==> src/rtl/conv1d_pkg.sv <==
package conv1d_pkg;
  localparam int unsigned SAMPLE_W = 8;
  localparam int signed SAT_LIMIT = 127;

  // accumulator wide enough for K*C products of two signed 8-bit values
  function automatic int unsigned acc_width(input int unsigned k, input int unsigned ch);
    return 2 * SAMPLE_W + $clog2(k * ch) + 1;
  endfunction

  // symmetric saturation to [-127, +127]; input must fit 32 bits
  function automatic logic [SAMPLE_W-1:0] clamp_sym(input logic signed [31:0] v);
    if (v > SAT_LIMIT) return SAMPLE_W'(SAT_LIMIT);
    if (v < -SAT_LIMIT) return SAMPLE_W'(-SAT_LIMIT);
    return v[SAMPLE_W-1:0];
  endfunction
endpackage

==> src/rtl/conv1d_window.sv <==
module conv1d_window #(
  parameter int unsigned K  = 5,
  parameter int unsigned DW = 8
) (
  input  logic                  clk,
  input  logic                  rst_n,
  input  logic                  shift,
  input  logic [DW-1:0]         din,
  output logic [K-1:0][DW-1:0]  taps
);
  // taps[0] is the newest sample, taps[K-1] the oldest
  always_ff @(posedge clk or negedge rst_n) begin
    if (!rst_n) begin
      taps <= '0;
    end else if (shift) begin
      taps[0] <= din;
      for (int i = 1; i < int'(K); i++) taps[i] <= taps[i-1];
    end
  end
endmodule

==> src/rtl/conv1d_adder_tree.sv <==
module conv1d_adder_tree #(
  parameter int unsigned N  = 5,
  parameter int unsigned IW = 16,
  parameter int unsigned OW = 22
) (
  input  logic                 clk,
  input  logic                 en,
  input  logic [N-1:0][IW-1:0] in_vec,
  output logic signed [OW-1:0] sum
);
  localparam int unsigned LV = $clog2(N);
  localparam int unsigned W2 = 1 << LV;

  for (genvar l = 0; l <= LV; l++) begin : g_lv
    logic signed [OW-1:0] node [W2 >> l];
    if (l == 0) begin : g_leaf
      always_comb begin
        for (int i = 0; i < int'(W2); i++) node[i] = '0;
        for (int i = 0; i < int'(N); i++) node[i] = OW'($signed(in_vec[i]));
      end
    end else begin : g_add
      always_ff @(posedge clk) begin
        if (en) begin
          for (int i = 0; i < int'(W2 >> l); i++)
            node[i] <= g_lv[l-1].node[2*i] + g_lv[l-1].node[2*i+1];
        end
      end
    end
  end

  assign sum = g_lv[LV].node[0];
endmodule

==> src/rtl/conv1d_chan_unit.sv <==
module conv1d_chan_unit #(
  parameter int unsigned K  = 5,
  parameter int unsigned DW = 8,
  parameter int unsigned AW = 22
) (
  input  logic                 clk,
  input  logic                 en,
  input  logic [K-1:0][DW-1:0] taps,
  input  logic [K*DW-1:0]      wts,
  output logic signed [AW-1:0] sum
);
  logic signed [2*DW-1:0]      prod [K];
  logic [K-1:0][2*DW-1:0]      prod_vec;

  // registered multipliers; weight k meets the k-th oldest sample
  always_ff @(posedge clk) begin
    if (en) begin
      for (int k = 0; k < int'(K); k++)
        prod[k] <= $signed(taps[K-1-k]) * $signed(wts[k*DW +: DW]);
    end
  end

  always_comb begin
    for (int k = 0; k < int'(K); k++) prod_vec[k] = prod[k];
  end

  conv1d_adder_tree #(.N(K), .IW(2*DW), .OW(AW)) u_tree (
    .clk    (clk),
    .en     (en),
    .in_vec (prod_vec),
    .sum    (sum)
  );
endmodule

==> src/rtl/conv1d_post.sv <==
module conv1d_post #(
  parameter int unsigned AW    = 22,
  parameter int unsigned BW    = 16,
  parameter int unsigned SHIFT = 6
) (
  input  logic                 clk,
  input  logic                 en,
  input  logic signed [AW-1:0] acc,
  input  logic [BW-1:0]        bias,
  output logic [7:0]           q
);
  logic signed [AW:0] biased;
  logic signed [AW:0] relu_q;
  logic signed [AW:0] shifted;

  always_comb begin
    biased  = (AW+1)'(acc) + (AW+1)'($signed(bias));
    shifted = relu_q >>> SHIFT;
  end

  always_ff @(posedge clk) begin
    if (en) begin
      relu_q <= (biased > 0) ? biased : '0;
      q      <= conv1d_pkg::clamp_sym(32'(shifted));
    end
  end
endmodule

==> src/rtl/conv1d_stream.sv <==
module conv1d_stream #(
  parameter int unsigned C_IN   = 4,
  parameter int unsigned C_OUT  = 4,
  parameter int unsigned K      = 5,
  parameter int unsigned PAD    = 2,
  parameter int unsigned SHIFT  = 6,
  parameter int unsigned BIAS_W = 16,
  parameter logic [C_OUT*C_IN*K*8-1:0] WEIGHTS = {(C_OUT*C_IN*K){8'h01}},
  parameter logic [C_OUT*BIAS_W-1:0]   BIASES  = '0
) (
  input  logic                  clk,
  input  logic                  rst_n,
  input  logic                  in_valid,
  output logic                  in_ready,
  input  logic [C_IN-1:0][7:0]  in_data,
  input  logic                  in_last,
  output logic                  out_valid,
  input  logic                  out_ready,
  output logic [C_OUT-1:0][7:0] out_data,
  output logic                  out_last
);
  localparam int unsigned SW  = conv1d_pkg::SAMPLE_W;
  localparam int unsigned AW  = conv1d_pkg::acc_width(K, C_IN);
  localparam int unsigned LAT = 1 + $clog2(K) + $clog2(C_IN) + 2;
  localparam int unsigned PCW = $clog2(PAD + 2);
  localparam int unsigned FW  = $clog2(K) + 1;

  logic           en;
  logic           padding;
  logic           accept;
  logic           shift;
  logic [PCW-1:0] pad_cnt;
  logic [FW-1:0]  fill;
  logic [LAT:0]   vpipe;
  logic [LAT:0]   lpipe;
  logic [C_IN-1:0][SW-1:0] sample;

  // global stall: nothing moves while a finished beat waits downstream
  assign en        = !vpipe[LAT] || out_ready;
  assign padding   = (pad_cnt != '0);
  assign in_ready  = en && !padding;
  assign accept    = in_valid && in_ready;
  assign shift     = en && (padding || in_valid);
  assign out_valid = vpipe[LAT];
  assign out_last  = lpipe[LAT];

  always_comb begin
    for (int c = 0; c < int'(C_IN); c++) sample[c] = padding ? '0 : in_data[c];
  end

  always_ff @(posedge clk or negedge rst_n) begin
    if (!rst_n) begin
      pad_cnt <= PCW'(PAD);
      fill    <= '0;
      vpipe   <= '0;
      lpipe   <= '0;
    end else if (en) begin
      vpipe <= {vpipe[LAT-1:0], shift && (fill >= FW'(K-1))};
      lpipe <= {lpipe[LAT-1:0], accept && in_last};
      if (padding) pad_cnt <= pad_cnt - 1'b1;
      if (accept && in_last) begin
        pad_cnt <= PCW'(PAD);
        fill    <= '0;
      end else if (shift && fill < FW'(K-1)) begin
        fill <= fill + 1'b1;
      end
    end
  end

  logic [C_IN-1:0][K-1:0][SW-1:0] taps;

  for (genvar c = 0; c < C_IN; c++) begin : g_win
    conv1d_window #(.K(K), .DW(SW)) u_win (
      .clk   (clk),
      .rst_n (rst_n),
      .shift (shift),
      .din   (sample[c]),
      .taps  (taps[c])
    );
  end

  for (genvar o = 0; o < C_OUT; o++) begin : g_out
    logic [C_IN-1:0][AW-1:0] csum;
    logic signed [AW-1:0]    total;

    for (genvar c = 0; c < C_IN; c++) begin : g_ch
      conv1d_chan_unit #(.K(K), .DW(SW), .AW(AW)) u_cu (
        .clk  (clk),
        .en   (en),
        .taps (taps[c]),
        .wts  (WEIGHTS[((o*C_IN + c)*K)*SW +: K*SW]),
        .sum  (csum[c])
      );
    end

    conv1d_adder_tree #(.N(C_IN), .IW(AW), .OW(AW)) u_sum (
      .clk    (clk),
      .en     (en),
      .in_vec (csum),
      .sum    (total)
    );

    conv1d_post #(.AW(AW), .BW(BIAS_W), .SHIFT(SHIFT)) u_post (
      .clk  (clk),
      .en   (en),
      .acc  (total),
      .bias (BIASES[o*BIAS_W +: BIAS_W]),
      .q    (out_data[o])
    );
  end
endmodule

==> config.mk <==
export PLATFORM = sky130hd
export DESIGN_NAME = conv1d_stream
export DESIGN_NICKNAME = d
export VERILOG_FILES = /design/src/rtl/conv1d_pkg.sv /design/src/rtl/conv1d_window.sv /design/src/rtl/conv1d_adder_tree.sv /design/src/rtl/conv1d_chan_unit.sv /design/src/rtl/conv1d_post.sv /design/src/rtl/conv1d_stream.sv
export SDC_FILE = /design/constraint.sdc
export NUM_CORES = 1
export LEC_CHECK = 0
export CAP_MARGIN = 30
export CORE_MARGIN = 2
export CORE_UTILIZATION = 50
export CTS_CLUSTER_SIZE = 10
export DETAILED_ROUTE_END_ITERATION = 6
export DONT_BUFFER_PORTS = 1
export PLACE_DENSITY = 0.69
export SKIP_CTS_REPAIR_TIMING = 1
export SLEW_MARGIN = 20
export SYNTH_ARGS = -nofsm -noshare
export SYNTH_HDL_FRONTEND = slang
export SYNTH_SLANG_ARGS = --single-unit
==> constraint.sdc <==
create_clock -name clk -period 20.5 [get_ports clk]
set_input_delay 4.1 -clock clk [delete_from_list [all_inputs] [get_ports clk]]
set_output_delay 4.1 -clock clk [all_outputs]
set_load 0.005 [all_outputs]
# Word level (Yosys, flattened, before mapping)
# Memories as Yosys holds them, arrays and structs flattened.
# Index checks and enable logic that the tools add are counted.
# totals
inputBits,37
output_inout_bits,35
ramBits,4008
wordCells,273
ff_bits,304
n_memories,72
# memory_table
name,depth,width,rd,rd_ports_with_merged_regs,wr,line_no,rtl
g_out[0].g_ch[0].u_cu.u_tree.g_lv[1].node,4,22,4,0,4,conv1d_adder_tree.sv:15,logic signed [OW-1:0] node [W2 >> l];
g_out[0].g_ch[1].u_cu.u_tree.g_lv[1].node,4,22,4,0,4,conv1d_adder_tree.sv:15,
g_out[0].g_ch[2].u_cu.u_tree.g_lv[1].node,4,22,4,0,4,conv1d_adder_tree.sv:15,
g_out[0].g_ch[3].u_cu.u_tree.g_lv[1].node,4,22,4,0,4,conv1d_adder_tree.sv:15,
g_out[1].g_ch[0].u_cu.u_tree.g_lv[1].node,4,22,4,0,4,conv1d_adder_tree.sv:15,
g_out[1].g_ch[1].u_cu.u_tree.g_lv[1].node,4,22,4,0,4,conv1d_adder_tree.sv:15,
66 more memories,--,--,--,--,--,--,
# op_classes
magnitude_cmp,14
n_reduce_logical,15
addsub,94
mux,46
# op_table
operator,count
22-bit adder,60
16-bit by 16-bit adder with 17-bit output,32
8-bit 2-to-1 mux,20
"22-bit by 1-bit > comparator with 1-bit output, second input constant",4
"16-bit by 8-bit > comparator with 1-bit output, second input constant",4
"16-bit by 8-bit < comparator with 1-bit output, second input constant",4
1-bit 2-to-1 mux,22
4-bit 2-to-1 mux,2
1-bit logical AND,6
2-bit nonzero test,3
"4-bit by 1-bit adder with 4-bit output, second input constant",1
"4-bit by 3-bit >= comparator with 1-bit output, second input constant",1
"4-bit by 3-bit < comparator with 1-bit output, second input constant",1
2-bit 2-to-1 mux,2
2-bit AND reduction,2
1-bit logical NOT,2
1-bit logical OR,2
"2-bit by 1-bit subtractor with 2-bit output, second input constant",1

# Depth between registers and ports, before layout
# depth
depth_word,7
depth_mapped,12
depth_no_buf,12

# Modules after synthesis
# A second synthesis with hierarchy kept.
# unflattened
cells_unflattened,36322
area_unflattened_um2,382809.6
# by_module_without_submodules
mod,cells_each,seq_area_each_um2,area_per_inst_um2,instances
conv1d_chan_unit at g_out[0].g_ch[2].u_cu ...,1522,2402.3,15104.5,9
conv1d_adder_tree at g_out[0].g_ch[0].u_cu.u_tree ...,525,3303.2,6490.0,15
conv1d_chan_unit at g_out[3].g_ch[0].u_cu ...,1529,2402.3,15167.0,4
conv1d_adder_tree at g_out[0].u_sum ...,547,1981.9,5400.2,4
conv1d_chan_unit at g_out[0].g_ch[1].u_cu,1538,2402.3,15130.8,1
conv1d_chan_unit at g_out[2].g_ch[3].u_cu,1522,2402.3,15102.0,1
conv1d_chan_unit at g_out[0].g_ch[0].u_cu,1495,2402.3,14886.8,1
conv1d_adder_tree at g_out[1].g_ch[2].u_cu.u_tree,554,3303.2,6600.1,1
conv1d_post at g_out[0].u_post ...,209,750.7,2028.2,3
conv1d_window,84,1001.0,1496.4,4
conv1d_post at g_out[3].u_post,231,750.7,2204.6,1
conv1d_stream,142,601.8,1256.2,1

# Worst setup path after synthesis
# No wires, ideal clock.
# synth_path
kind,in2reg
from,in out_ready
to,mem g_out[0].g_ch[0].u_cu.u_tree.g_lv[1].node[0][0] (enable)
slack_ns,-2.045
path_buffers,1
t_required_ns,19.267
t_arrival_ns,21.312
stages,3
setup_ns,1.233
path_cell_list,nor2b_1 clkinv_1 clkbuf_1
# synth_lines
element,line_no,rtl
"start, declared",conv1d_stream.sv:18,"input logic out_ready,"
"end, declared",conv1d_adder_tree.sv:15,

# Worst setup path in the final report
# layout_path
from,in out_ready
to,out in_ready
# layout_via
elab_chain_len,2
# layout_rtl
element,line_no,rtl
1-bit logical OR,conv1d_stream.sv:39,assign en = !vpipe[LAT] || out_ready;
1-bit logical AND,conv1d_stream.sv:41,assign in_ready = en && !padding;
"end, declared",conv1d_stream.sv:14,"output logic in_ready,"
# Every way passes these cells.

==> results.json <==
{
  "status": "finished, final reports clean",
  "worstMarginPinSlew_ns": 1.10,
  "start_util_pct": 50.4,
  "overflow": 0,
  "drt_iter0_markers": 1710,
  "dp_slack_ns": 11.37,
  "finalSetupTns_ns": 0,
  "synthDistinctLibCells": 73,
  "path_max_fanout": 8,
  "dp_hpwl_um": 45400,
  "portBuffers": 0,
  "reg2regPathDepth": 8,
  "syn-num-nets": 3466,
  "antenna_found_initial": 1,
  "timing.critical_path.from": "out_ready",
  "rsz0062_at_grt": "false",
  "worst-setup-path-type": "input port to output port",
  "core_um2": 77200,
  "vias": 22600,
  "worst_slack_ns": 11.84,
  "drive_gt1_share_pct": 4.84,
  "cts_buffers": 92,
  "row_count": 102,
  "track_usage_pct": 16.7,
  "multi_input_area_um2": 14600,
  "min_path_cells": 0,
  "fin_worst_hold_slack_ns": 0.413,
  "relSlewSlack_pct": 26.8,
  "report.final.hold_viol_count": 0,
  "die_width_um": 283,
  "synthesis.area_um2": 38900,
  "synth_edf_count": 626,
  "antenna_left": 0,
  "area_growth_pct": 10.2,
  "crit_family": "simple AND/OR/NAND/NOR gates",
  "netlist_instances": 3097,
  "cp.depth": 2,
  "arrival_ns": 4.56,
  "hold_path.class": "register to register",
  "fill_cells": 6225,
  "grt_max_degree": 192,
  "ys_seq_area_share_pct": 60.2,
  "end_kind": "output port",
  "dieArea_um2": 80100,
  "clkLatencyLatePin_ns": 0.64,
  "crit_end": "in_ready",
  "async_reset_ff_share_pct": 22.7,
  "cap_viol_max_count": 0,
  "most-common-layout-cells": "edfxtp_1, nand2_1, ha_1",
  "setup_viol": 0,
  "critical-path-slowest-cell": "nor2b_2",
  "synth-main-ff-cell": "edfxtp_1",
  "cts_num_sinks": 810,
  "reg2reg_from": "g_out[1].g_ch[2].u_cu.u_tree.g_lv[2].node[0][42]",
  "finalNetCount": 3508,
  "routabilityCongestion": 0.843,
  "cts_root_buf": "clkbuf_16",
  "wl_um": 66800,
  "layout_commonest_cell": "edfxtp_1",
  "firstDrtPassIters": 5,
  "ys_ff_latch": 810,
  "slew_violations": 0,
  "cts_tree": "built",
  "crit_required_ns": 16.40,
  "dieHeight_um": 283,
  "max_freq_ghz": 0.115,
  "ys_warn_count": 0,
  "regArea_um2": 23400,
  "pin_count": 72,
  "wl_per_cell_um": 15.7,
  "start_kind": "input port",
  "n_antenna_cell": 0,
  "worstPathBufferInverterCount": 0,
  "htree_levels": 3,
  "finalCritPeriodShare_pct": 42.3,
  "avgSynthCellArea_um2": 12.6,
  "clk_pin_slew_ns": 0.06,
  "grt_pass1_wl_um": 112000,
  "max-clock-path-buffers": 3,
  "grt_pass1_vias": 22700,
  "fin_crit_ns": 8.66,
  "r2r_slack_ns": 17.29,
  "via_per_inst": 5.32,
  "fin_worst_skew_ns": 0.0206,
  "cp_slowest_stage_delay_ns": 0.35,
  "path_cells": "nor2b_2 > nor2_1",
  "drc": 0,
  "r2r_end": "g_out[3].g_ch[2].u_cu.u_tree.g_lv[3].node[0][20]"
}
## worst min-delay path by stage
stage / start / end / slack (ns)
finish: g_out[2].g_ch[3].u_cu.prod[0][78] / g_out[0].g_ch[3].u_cu.u_tree.g_lv[1].node[2][20] / 0.41
global route: g_out[0].g_ch[1].u_cu.u_tree.g_lv[1].node[2][1] / g_out[2].g_ch[1].u_cu.u_tree.g_lv[2].node[0][23] / 0.42
CTS: g_out[0].g_ch[1].u_cu.u_tree.g_lv[1].node[2][0] / g_out[2].g_ch[1].u_cu.u_tree.g_lv[2].node[0][22] / 0.41
detailed placement: g_out[2].g_ch[0].u_cu.prod[0][64] / g_out[0].g_ch[0].u_cu.u_tree.g_lv[1].node[2][0] / 0.40
global placement: g_out[1].g_ch[2].u_cu.prod[0][65] / g_out[2].g_ch[2].u_cu.u_tree.g_lv[1].node[2][1] / 0.40
floorplan: g_out[2].g_ch[0].u_cu.prod[0][64] / g_out[0].g_ch[0].u_cu.u_tree.g_lv[1].node[2][0] / 0.40
## cell usage after synthesis, types with 34 or more instances
library cell	instances	area share, %
a21oi_1	191	2.5
clkbuf_1	42	0.41
xor2_1	72	1.6
o21ai_0	132	1.7
nand2_1	526	5.1
nand2b_1	49	0.79
a21o_1	90	1.7
ha_1	281	9.0
edfxtp_1	626	48
fa_1	51	2.6
nor2_1	107	1.0
nor2b_1	46	0.74
xnor2_1	156	3.5
inv_1	150	1.4
o21bai_1	45	0.87
o21a_1	34	0.66
dfrtp_1	183	12
## sequential cells by signal, summed over array words and instances, names as in the netlist
signal and cells:
fill 4, pad_cnt 2, g_out.u_post.q 8, g_out.u_post.relu_q 16
g_out.g_ch.u_cu.prod 160, lpipe 9, g_win.u_win.taps 160, vpipe 9
g_out.u_sum.g_lv.node 66, g_out.g_ch.u_cu.u_tree.g_lv.node 376
## metal layers
layer  up-vias  global-route usage (%)  wire length (µm)
met3       115                    2.62              2460
met2       369                    27.2             31400
li1      11200                       -                 -
met1     10900                    23.2             31400
met5         -                       0                 0
met4         0                    5.37              1460
## logic make-up after synthesis
logic type      after synthesis  synth area share, %
simple gates                834                 9.26
flops                       810                 60.2
compound gates              670                 11.4
fa+ha+maj                   332                 11.7
xor+xnor                    228                 5.13
buf+inv                     219                 2.34
mux                           3               0.0836
other cells                   1              0.00964
## cell type report
class | count | share of cell area, %
flip-flops and latches | 810 | 54.6
inverters | 151 | 1.34
clock inverters | 8 | 0.330
well taps | 1040 | 3.03
multi-input cells | 2068 | 34.1
repair buffers | 16 | 0.560
clock buffers | 152 | 6.09
## through the flow
| step | cell area (µm²) | instances | util [%] |
|---|---|---|---|
| global placement | 40000 | 4079 | 51.8 |
| CTS | 42700 | 4239 | 55.4 |
| global route | 42900 | 4245 | 55.6 |
| finish | 42900 | 4245 | 55.6 |
| floorplan | 38900 | 3097 | - |
| detailed placement | 40000 | 4079 | 51.8 |
Power is left out: the tool's default activity adds up to more than one toggle a clock period on the data nets, which glitch-free logic cannot reach.
